## config.mk

```make
export PLATFORM = sky130hd
export DESIGN_NAME = shadow_bank
export DESIGN_NICKNAME = d
export VERILOG_FILES = /design/src/rtl/shadow_bank.sv
export SDC_FILE = /design/constraint.sdc
export NUM_CORES = 1
export LEC_CHECK = 0
export ABC_CLOCK_PERIOD_IN_PS = 1800
export BUFFER_PORTS_ARGS = -buffer_cell sky130_fd_sc_hd__buf_2
export CAP_MARGIN = 10
export CORE_AREA = 5 5 89 91
export DETAILED_ROUTE_END_ITERATION = 6
export DIE_AREA = 0 0 94 96
export PLACE_DENSITY = 0.78
export SYNTH_ARGS = -nofsm -noshare
export SYNTH_HDL_FRONTEND = slang
export SYNTH_SLANG_ARGS = --single-unit
export TNS_END_PERCENT = 10
```

## constraint.sdc

```tcl
create_clock -name clk -period 1.8 [get_ports clk]
set_input_delay 0.09 -clock clk [delete_from_list [all_inputs] [get_ports clk]]
set_output_delay 0.09 -clock clk [all_outputs]
set_load 0.05 [all_outputs]
```

## src/rtl/shadow_bank.sv

```systemverilog
module shadow_bank #(
  parameter int SEL_W  = 5,
  parameter int SLOT_W = 10,
  parameter logic [(1<<SEL_W)-1:0] IMPL_MASK = 'hFF,
  parameter int SPARE_SEL  = 4,
  parameter int IRQSRC_BIT = 1
) (
  input  logic                      clk,
  input  logic                      rst_n,
  input  logic                      wr_en,
  input  logic                      rd_en,
  input  logic [SEL_W+SLOT_W:0]     wdata,
  output logic [SEL_W+SLOT_W:0]     rdata,
  input  logic                      irq_req,
  input  logic                      energy_det,
  output logic                      irq_out
);
  localparam int NSLOT  = 1 << SEL_W;
  localparam int WORD_W = SEL_W + SLOT_W + 1;
  localparam int WE_BIT = WORD_W - 1;
  localparam logic [SLOT_W-1:0] SPARE_FIX = SLOT_W'(12);

  logic              wr_we;
  logic [SEL_W-1:0]  wr_sel;
  logic [SLOT_W-1:0] wr_val;
  logic [SEL_W-1:0]  sel_q;
  logic [WORD_W-1:0] rdata_q;
  logic [SLOT_W-1:0] slot_rd [NSLOT];
  logic [NSLOT*SLOT_W-1:0] bank_flat;

  assign wr_we  = wdata[WE_BIT];
  assign wr_sel = wdata[WE_BIT-1 -: SEL_W];
  assign wr_val = wdata[SLOT_W-1:0];

  for (genvar i = 0; i < NSLOT; i++) begin : g_slot
    if (!IMPL_MASK[i]) begin : g_absent
      assign slot_rd[i] = '0;
    end else if (i == SPARE_SEL) begin : g_spare
      logic src_q;
      always_ff @(posedge clk or negedge rst_n)
        if (!rst_n) src_q <= 1'b0;
        else if (wr_en && wr_we && wr_sel == SEL_W'(i)) src_q <= wr_val[IRQSRC_BIT];
      assign slot_rd[i] = SPARE_FIX | (SLOT_W'(src_q) << IRQSRC_BIT);
    end else begin : g_plain
      logic [SLOT_W-1:0] q;
      always_ff @(posedge clk or negedge rst_n)
        if (!rst_n) q <= '0;
        else if (wr_en && wr_we && wr_sel == SEL_W'(i)) q <= wr_val;
      assign slot_rd[i] = q;
    end
    assign bank_flat[i*SLOT_W +: SLOT_W] = slot_rd[i];
  end

  always_ff @(posedge clk or negedge rst_n)
    if (!rst_n) sel_q <= '0;
    else if (wr_en) sel_q <= wr_sel;

  always_ff @(posedge clk or negedge rst_n)
    if (!rst_n) rdata_q <= '0;
    else if (rd_en) rdata_q <= {1'b0, sel_q, slot_rd[sel_q]};

  assign rdata   = rdata_q;
  assign irq_out = slot_rd[SPARE_SEL][IRQSRC_BIT] ? energy_det : irq_req;
endmodule

```

Word-level counts from Yosys, hierarchy flattened
Index checks and enable logic that the tools add are counted.

Flip-flop bits (word level): 91. Bits in latches: 0. RAM bits: 0. Bits in read-only memories: 0. Input port bits: 22. Word-level logic and storage cells: 33. Memories: 0.

Add/sub/neg operators: 0. Multiply operators: 0. Divide/modulo/power cells: 0. $lt $le $gt $ge: 1. Eq/ne operators: 7. Shift-type cells: 0. Muxes and demuxes: 4. Bitwise operators: 1. Reductions and logical operators: 10.

Operator list (count): $bmux W10 S5 (1); $eq A5 B3 Y1 const B (4); $mux W10 (2); $eq A5 B2 Y1 const B (2); $logic_and A1 B1 Y1 (9); $ge A6 B6 Y1 const B (1); $not A5 Y6 (1); $eq A5 B1 Y1 const B (1); $logic_not A5 Y1 (1); $mux W1 (1).

Logic depth before layout (Yosys ltp)
Gate-level depths: netlist of run 1.

Word-level depth: 4. Gate-level depth with buffers: 7.

Worst setup path before layout of run 1
OpenSTA, ideal clock, no wires.

Kind: in2reg. Start point: input port wr_en. End point: register g_slot[1].g_plain.q[0]. Arrival time: 1.514 ns. Path slack: 0.161 ns. Stages on the path: 7. Buffers on the path: 3. Path through: buf_4 > nand2_1 > or4_1 > buf_2 > nor3b_1 > buf_4 > mux2_2.

Longest elaborated chain between the ends: 2.

RTL lines: from (decl) (line 10) `input logic wr_en,`; $logic_and A1 B1 Y1 (2 in a row) (line 48) `else if (wr_en && wr_we && wr_sel == SEL_W'(i)) q <= wr_val;`; to (signal assigned) (line 48); to (decl) (line 45) `logic [SLOT_W-1:0] q;`.

No other way between the ends. A chain may end at the register's enable or synchronous reset.

Final worst setup path of run 1
Start point: register sel_q[2]. End point: register rdata_q[2] (netlist: rdata[2]).

Longest elaborated chain between the ends: 4.

RTL lines: from (decl) (line 26) `logic [SEL_W-1:0] sel_q;`; from (signal assigned) (line 56) `else if (wr_en) sel_q <= wr_sel;`; $not A5 Y6 (implied by the code) (line 60) `else if (rd_en) rdata_q <= {1'b0, sel_q, slot_rd[sel_q]};`; $bmux W10 S5 (line 60); $mux W10 (implied by the code) (2 in a row) (line 60); to (signal assigned) (line 60); to (decl) (line 27) `logic [WORD_W-1:0] rdata_q;`.

No other way between the ends. The select of a mux whose other input is x is not followed.

==> results of run 1 <==
-- cells in the mapped netlist --
cell / instances
nor2b_1: 2
nand2_1: 7
nor3b_1: 2
and2b_1: 1
a21oi_1: 3
conb_1: 1
or3_1: 1
a2111oi_0: 1
nor4b_1: 2
inv_1: 10
buf_4: 4
o21ai_0: 2
nor2_4: 1
o22ai_1: 2
mux2_2: 88
buf_1: 1
nand3_2: 1
mux4_2: 8
nor3_1: 1
mux2i_1: 7
a221oi_1: 7
o32ai_1: 7
clkbuf_1: 8
buf_2: 7
nor3_4: 1
or3b_2: 1
nand3b_1: 2
clkinv_1: 1
o211ai_1: 1
nor2_1: 9
dfrtp_1: 91
nand3_1: 3
or4_1: 1
-- logic make-up after synthesis --
kind of cell | share of synthesized area (%)
compound gates | 4.36
buf+inv | 3.46
flops | 56.3
mux | 30.7
other cells | 0.0927
simple gates | 5.13
-- repair_timing --
action	in CTS	in global routing
setup buffers	0	0
hold endpoints to repair	41	0
hold buffers	4	0
-- registers in the layout, indices dropped and copies added (netlist names) --
| register | count |
|---|---|
| sel_q | 5 |
| g_slot.g_spare.src_q | 1 |
| rdata | 15 |
| g_slot.g_plain.q | 70 |
-- per-layer routing --
metal	track usage (%)	up-vias
met5	0	-
met4	9.63	0
met3	3.13	17
met2	33.2	73
met1	28.9	1335
li1	-	1138
-- final timing paths --
kind / slack [ns] / cells after the start / to
setup / recovery: 0.17 / 4 / rdata[2]
hold / removal: 0.05 / 2 / g_slot[6].g_plain.q[3]
setup reg to reg: 0.17 / 4 / rdata[2]
hold reg to reg: 0.50 / 1 / g_slot[7].g_plain.q[8]
max in group asynchronous: 1.01 / 3 / g_slot[5].g_plain.q[9]
min in group asynchronous: 0.26 / 2 / sel_q[1]
-- power breakdown --
part	internal (W)	switching, W	total (W)
combinational	0.000400	0.000438	0.000838
sequential	0.00230	0.000136	0.00243
clock	0.000856	0.000699	0.00156
-- critical path, cell delays in order, from the launching register on --
cell and delay, ns:
dfrtp_1 0.52, clkinv_1 0.39, nor4b_1 0.38, or3_1 0.17
o22ai_1 0.06
-- cell usage in the layout, fill, tap and decap left out, types with 3 or more instances in the layout --
master,count
a21oi_1,3
a221oi_1,7
buf_12,3
buf_2,36
buf_4,19
clkbuf_8,11
dfrtp_1,91
dlygate4sd3_1,4
inv_1,10
mux2_2,88
mux2i_1,7
mux4_2,8
nand2_1,7
nand3_1,3
nor2_1,9
o32ai_1,7
-- final cells by class --
cell class | instances | area, um2 | share of cell area (%)
Clock buffer | 12 | 155 | 3.29
Tap cell | 99 | 124 | 2.62
Sequential cell | 91 | 2280 | 48.2
Inverter | 11 | 41.3 | 0.874
Multi-Input combinational cell | 162 | 1630 | 34.5
Clock inverter | 4 | 72.6 | 1.54
Timing Repair Buffer | 62 | 423 | 8.96
-- through the flow --
step                      total power (W)  cells  util (%)
after global routing              0.00504    441      66.9
after floorplan                   0.00303    284         -
after detailed placement          0.00331    421      63.1
final                             0.00483    441      66.9
after global placement            0.00327    421      63.1
after CTS                         0.00487    441      66.9
==> results.ini, run 1 <==
[timing]
fmax_mhz = 613
fin_crit_ns = 1.63
setup-tns-final_ns = 0
setup_viol = 0
worst_slack_ns = 0.168
holdWs_ns = 0.0489
final_max_slew_viol_count = 0
tightestPinTransition_ns = 0.543
relSlewSlack_pct = 63.8
rsz0062_at_grt = false
hold_viol = 0
finalClockSkew_ns = 0.0108
finalCritPeriodShare_pct = 90.6

[clock_network]
ctsResizeCount = 0
worstSkewPairLatency_ns = 0.36
cts_max_path_buffers = 2
htree_levels = 3
clock_sinks = 91
cts_tree = built
path_clk_slew_ns = 0.09
cts_buffers = 9
clockRootBuffer = clkbuf_8

[yosys]
synth_warnings = 0
yosys.area.top_type_share_pct = 56.3
netlist_area_um2 = 4050
postSynthCellCount = 284
synth_area_leaders = dfrtp_1 (56%), mux2_2 (24%), mux4_2 (4.5%), mux2i_1 (1.7%), a221oi_1 (1.5%)
synth-seq-cells = 91
synth.avg_cell_area_um2 = 14.2
ys_seq_area_share_pct = 56.3
syn-num-nets = 306
ys_types = 33
yosys.area.top_type = dfrtp_1

[worst_setup_path]
cp-startpoint = sel_q[2]
start_kind = flop
criticalPathCategory = reg2reg
crit_required_ns = 2.05
worst_ep_arrival_time_ns = 1.88
cp_max_fo = 9
end_kind = flop
reg2reg_from = sel_q[2]

[run_status]
status = complete, no violations

[die]
core_um2 = 7060
die_w_um = 94
die_h_um = 96
num_rows = 31
start_util_pct = 57.3
pin_count = 39
die_area_um2 = 9020

[grt]
grtUsageTotal_pct = 21.0
globalRouteOverflowTotal = 0
grt_pass1_wl_um = 14100
grt_pass1_vias = 2671
grt_max_degree = 41
antenna_found_initial = 0

[detailed_routing]
avgViaCountPerCell = 5.81
avgRoutedWirePerCell_um = 19.1
dr_wl_met2_um = 4170
wl_met1_um = 3690
vias = 2563
drtIter0Drc = 103
drcViolationCount = 0
postRouteAntennaNets = 0
wl_met3_um = 380
highest_layer = met4
drtPass1Iterations = 4
drt-total-wl_um = 8430

[layout]
antenna_cells = 0
area_growth_pct = 16.7
nFillCells = 526
drive_above_1_share_pct = 50.6
final_nets = 359
fin_area_um2 = 4720

[power]
powerDensity_nw_per_um2 = 1020
p_leak_nw = 2.24
irDropWorstVdd_mv = 0.484

[hold_path]
min-delay-path-class = in2reg
min_from = wdata[3]

[placed_design]
place.gp.congestion = 0.792
dpl_cell_area_um2 = 4450
portBuffers = 37
dp_hpwl_um = 5740
dpl_worst_slack_ns = -0.0629

[flow_run]
maxCapViolCount = 0

(Power assumes the default switching activity.)
==> run 2, diff against run 1 <==
PLACE_DENSITY = 0.74   (was 0.78)
==> run 2 against run 1 <==
  * Worst hold slack better by 0.0025 ns
  * Count of clock-buffer cells in the layout down 3
  * Register-to-register slack better by 0.03 ns
  * Flip-flop and latch count unchanged
  * Clock skew down 0.0064 ns
  * Critical path depth down 1
  * First-iteration DRC count up 12%
  * Sequential power about the same
  * Via count down 1.7%
  * Die area unchanged
  * Global-route usage up 0.11 points
  * Total power up 2.2%
==> results.ini, run 2 (synthesis gave the netlist of run 1 again) <==
[clock_network]
path_clk_slew_ns = 0.09
clock_sinks = 91
worstSkewPairLatency_ns = 0.36
htree_levels = 3
cts_tree = built
cts_max_path_buffers = 2
ctsResizeCount = 0
cts_buffers = 9
clockRootBuffer = clkbuf_8
cts_setup_buffers = 0
hold_buffers = 3

[power]
power.total_w = 0.00493
p_comb_share_pct = 17.2
p_sw_share_pct = 26.5
p_sw_w = 0.00131
clkPwrFrac_pct = 33.5
powerDensity_nw_per_um2 = 1040
pwr-share-seq_pct = 49.3
p_int_w = 0.00362
p_leak_nw = 2.26
irDropWorstVdd_mv = 0.487

[die]
start_util_pct = 57.3
die_area_um2 = 9020
die_w_um = 94
core_um2 = 7060
num_rows = 31
die_h_um = 96
pin_count = 39

[run_status]
status = complete, no violations

[layout]
final_nets = 360
area_growth_pct = 17.6
antenna_cells = 0
top_register = g_slot.g_plain.q
largest_reg_flops = 70
final_common_cell = dfrtp_1
fin_area_um2 = 4760
drive_above_1_share_pct = 51.6
final_cell_mix = dfrtp_1 (91), mux2_2 (88), buf_2 (36), buf_4 (20), inv_1 (10)

[hold_path]
min-delay-path-class = in2reg
min_path_cells = 2
min_from = wdata[9]
hold_end = g_slot[2].g_plain.q[9]

[detailed_routing]
drcViolationCount = 0
avgRoutedWirePerCell_um = 19.4
drtPass1Iterations = 4
drt-total-wl_um = 8560
vias = 2519
avgViaCountPerCell = 5.70
postRouteAntennaNets = 0
drtIter0Drc = 115

[placed_design]
dp_hpwl_um = 5620
dpl_worst_slack_ns = 0.0139
dpl_cell_area_um2 = 4490
place.gp.congestion = 0.763
portBuffers = 37

[timing]
fin_crit_ns = 1.60
setup-tns-final_ns = 0
tightestPinTransition_ns = 0.549
finalClockSkew_ns = 0.00439
finalCritPeriodShare_pct = 88.8
holdWs_ns = 0.0514
final_max_slew_viol_count = 0
rsz0062_at_grt = false
hold_viol = 0
fmax_mhz = 625
setup_viol = 0
worst_slack_ns = 0.201
relSlewSlack_pct = 63.4

[worst_setup_path]
rr_worst_depth = 3
cp_max_fo = 6
criticalPathCategory = reg2reg
worst_ep_arrival_time_ns = 1.86
r2r_end = rdata[5]
start_kind = flop
reg2reg_from = sel_q[3]
end_kind = flop
reg2reg_slack_ns = 0.20
crit_required_ns = 2.06

[grt]
grt_pass1_wl_um = 14100
antenna_found_initial = 0
grt_pass1_vias = 2638
grt_max_degree = 51
grtUsageTotal_pct = 21.1
globalRouteOverflowTotal = 0

[flow_run]
maxCapViolCount = 0

## run 2: cell types whose count changed in the layout (fill, tap and decap cells not counted), sizes merged
cell         delta
dlygate4sd3     -1
bufinv          +1
buf             +2
clkinv          +2
clkbuf          -3
## run 2: through the flow
| step | util (%) | std cells |
|---|---|---|
| 3_3_place_gp | 63.6 | 423 |
| 6_report | 67.4 | 442 |
| 4_1_cts | 67.4 | 442 |
| 2_1_floorplan | - | 284 |
| 5_1_grt | 67.4 | 442 |
| 3_5_place_dp | 63.6 | 423 |
## run 2: cell type report
class                   instances  area, um2
fillers                       542       2300
flip-flops and latches         91       2280
multi-input cells             162       1630
repair buffers                 63        440
clock buffers                   9        124
well taps                      99        124
clock inverters                 7        116
inverters                      11       41.3
## run 2: how the worst max path moves through the flow
| stage | startpoint | end | slack, ns | cells past startpoint |
|---|---|---|---|---|
| 2_1_floorplan | wr_en | g_slot[1].g_plain.q[0] | 0.16 | 7 |
| 4_1_cts | sel_q[3] | rdata[5] | 0.19 | 3 |
| 3_5_place_dp | wdata[13] | g_slot[1].g_plain.q[9] | 0.01 | 5 |
| 3_3_place_gp | wdata[13] | g_slot[1].g_plain.q[6] | 0.03 | 5 |
| 6_report | sel_q[3] | rdata[5] | 0.20 | 3 |
| 5_1_grt | sel_q[3] | rdata[6] | 0.17 | 3 |
## run 2: critical path, stage by stage (launching register included)
cell     delay [ns]
dfrtp_1        0.40
or3b_2         0.59
buf_4          0.21
o32ai_1        0.30
## run 2: metal layers
layer / part of all wire, % / vias to the layer above / global-route usage (%)
met5: 0 / - / 0
met4: 1.3 / 0 / 7.22
met3: 5.2 / 9 / 4.07
met2: 49 / 70 / 34.4
met1: 44 / 1304 / 28.5
li1: - / 1136 / -
## run 2: power groups by stage
stage	Combinational (W)	Sequential [W]	Clock, W
finish	0.000848	0.00243	0.00165
global route	0.000918	0.00246	0.00178
CTS	0.000857	0.00243	0.00168
detailed placement	0.000848	0.00247	0
global placement	0.000828	0.00245	0
floorplan	0.000489	0.00254	0
==> run 3, diff against run 2 <==
BUFFER_PORTS_ARGS = -buffer_cell sky130_fd_sc_hd__buf_4   (was -buffer_cell sky130_fd_sc_hd__buf_2)
==> run 3 against run 2 <==
  * First-iteration DRC count up 8.7%
  * Critical path type unchanged
  * Die area is the same
  * Clock skew grew 0.0074 ns
  * Clock power barely moved
  * Highest routed layer unchanged
  * Global-route usage barely moved
  * Largest power group unchanged
==> results.ini, run 3 (synthesis gave the netlist of run 1 again) <==
[worst_setup_path]
crit_required_ns = 2.04
start_kind = flop
criticalPathCategory = reg2reg
worst_ep_arrival_time_ns = 1.86
reg2reg_slack_ns = 0.17
cp_max_fo = 6
end_kind = flop

[detailed_routing]
avgRoutedWirePerCell_um = 19.0
drcViolationCount = 0
drtIter0Drc = 125
drt-total-wl_um = 8440
wl_met3_um = 439
postRouteAntennaNets = 0
wl_met1_um = 3790
dr_wl_met2_um = 4130
vias = 2531
highest_layer = met4
avgViaCountPerCell = 5.71
drtPass1Iterations = 4

[clock_network]
htree_levels = 3
clockRootBuffer = clkbuf_8
path_clk_slew_ns = 0.09
clock_sinks = 91
cts_max_path_buffers = 2
cts_tree = built
worstSkewPairLatency_ns = 0.35
ctsResizeCount = 0
cts_buffers = 9

[timing]
setup-tns-final_ns = 0
fin_crit_ns = 1.63
rsz0062_at_grt = false
finalClockSkew_ns = 0.0118
finalCritPeriodShare_pct = 90.3
hold_viol = 0
final_max_slew_viol_count = 0
fmax_mhz = 615
setup_viol = 0

[die]
start_util_pct = 57.3
num_rows = 31
pin_count = 39
die_w_um = 94
die_h_um = 96
core_um2 = 7060
die_area_um2 = 9020

[power]
p_leak_nw = 2.27
power.total_w = 0.00494
irDropWorstVdd_mv = 0.453
powerDensity_nw_per_um2 = 1020

[layout]
final_nets = 361
seq_area_um2 = 2280
drive_above_1_share_pct = 51.2
final_common_cell = dfrtp_1
nFillCells = 520
multiInputGateArea_um2 = 1630
final_cell_mix = dfrtp_1 (91), mux2_2 (88), buf_4 (58), inv_1 (10)
area_growth_pct = 19.6
fin_area_um2 = 4840
top_register = g_slot.g_plain.q
antenna_cells = 0
largest_reg_flops = 70

[placed_design]
dpl_cell_area_um2 = 4570
portBuffers = 37
place.gp.congestion = 0.733
dp_hpwl_um = 5570

[run_status]
status = complete, no violations

[hold_path]
min-delay-path-class = in2reg

[grt]
globalRouteOverflowTotal = 0
grt_pass1_wl_um = 14300
grt_pass1_vias = 2775
antenna_found_initial = 0
grt_max_degree = 92
grtUsageTotal_pct = 21.0

[flow_run]
maxCapViolCount = 0

-- run 3: timing repair --
action,4_1_cts,5_1_grt
buffers inserted,0,0
hold endpoints to repair,93,0
hold buffers,3,0
-- run 3: where the power goes --
part / total, W / internal [W] / switching [W]
logic: 0.000877 / 0.000435 / 0.000442
clock network: 0.00164 / 0.000925 / 0.000714
registers: 0.00243 / 0.00230 / 0.000129
-- run 3: layer usage --
layer  global-route usage, %  vias up
li1                        -     1144
met1                    28.2     1304
met2                    34.7       76
met3                    3.99        7
met4                    7.34        0
met5                       0        -
-- run 3: final timing paths --
path | cells after the start | endpoint | from
setup / recovery | 3 | rdata[8] | sel_q[3]
hold / removal | 2 | g_slot[7].g_plain.q[3] | wdata[3]
setup reg to reg | 3 | rdata[8] | sel_q[3]
hold reg to reg | 1 | g_slot[7].g_plain.q[5] | g_slot[7].g_plain.q[5]
max in group asynchronous | 3 | g_slot[3].g_plain.q[7] | rst_n
min in group asynchronous | 3 | rdata[13] | rst_n
-- run 3: metrics by stage --
| stage | util [%] | setup WS [ns] | instances | hold WS (ns) |
|---|---|---|---|---|
| after floorplan | - | 0.161 | 284 | -0.206 |
| after global placement | 64.7 | 0.0298 | 424 | 0.171 |
| after detailed placement | 64.7 | -0.0221 | 424 | 0.171 |
| after CTS | 68.5 | 0.179 | 443 | 0.00762 |
| after global routing | 68.5 | 0.102 | 443 | 0.00960 |
| final | 68.5 | 0.175 | 443 | 0.0220 |
-- run 3: cell type report --
type	instances	area share, %
clock buffer	10	2.64
clock inverter	6	2.35
timing repair buffer	64	10.9
tap	99	2.56
inverter	11	0.853
sequential	91	47.1
multi-input combinational	162	33.7
-- run 3: critical path, stage by stage (launching register included) --
cell     delay [ns]
dfrtp_1        0.39
or3b_2         0.60
buf_4          0.21
o32ai_1        0.32
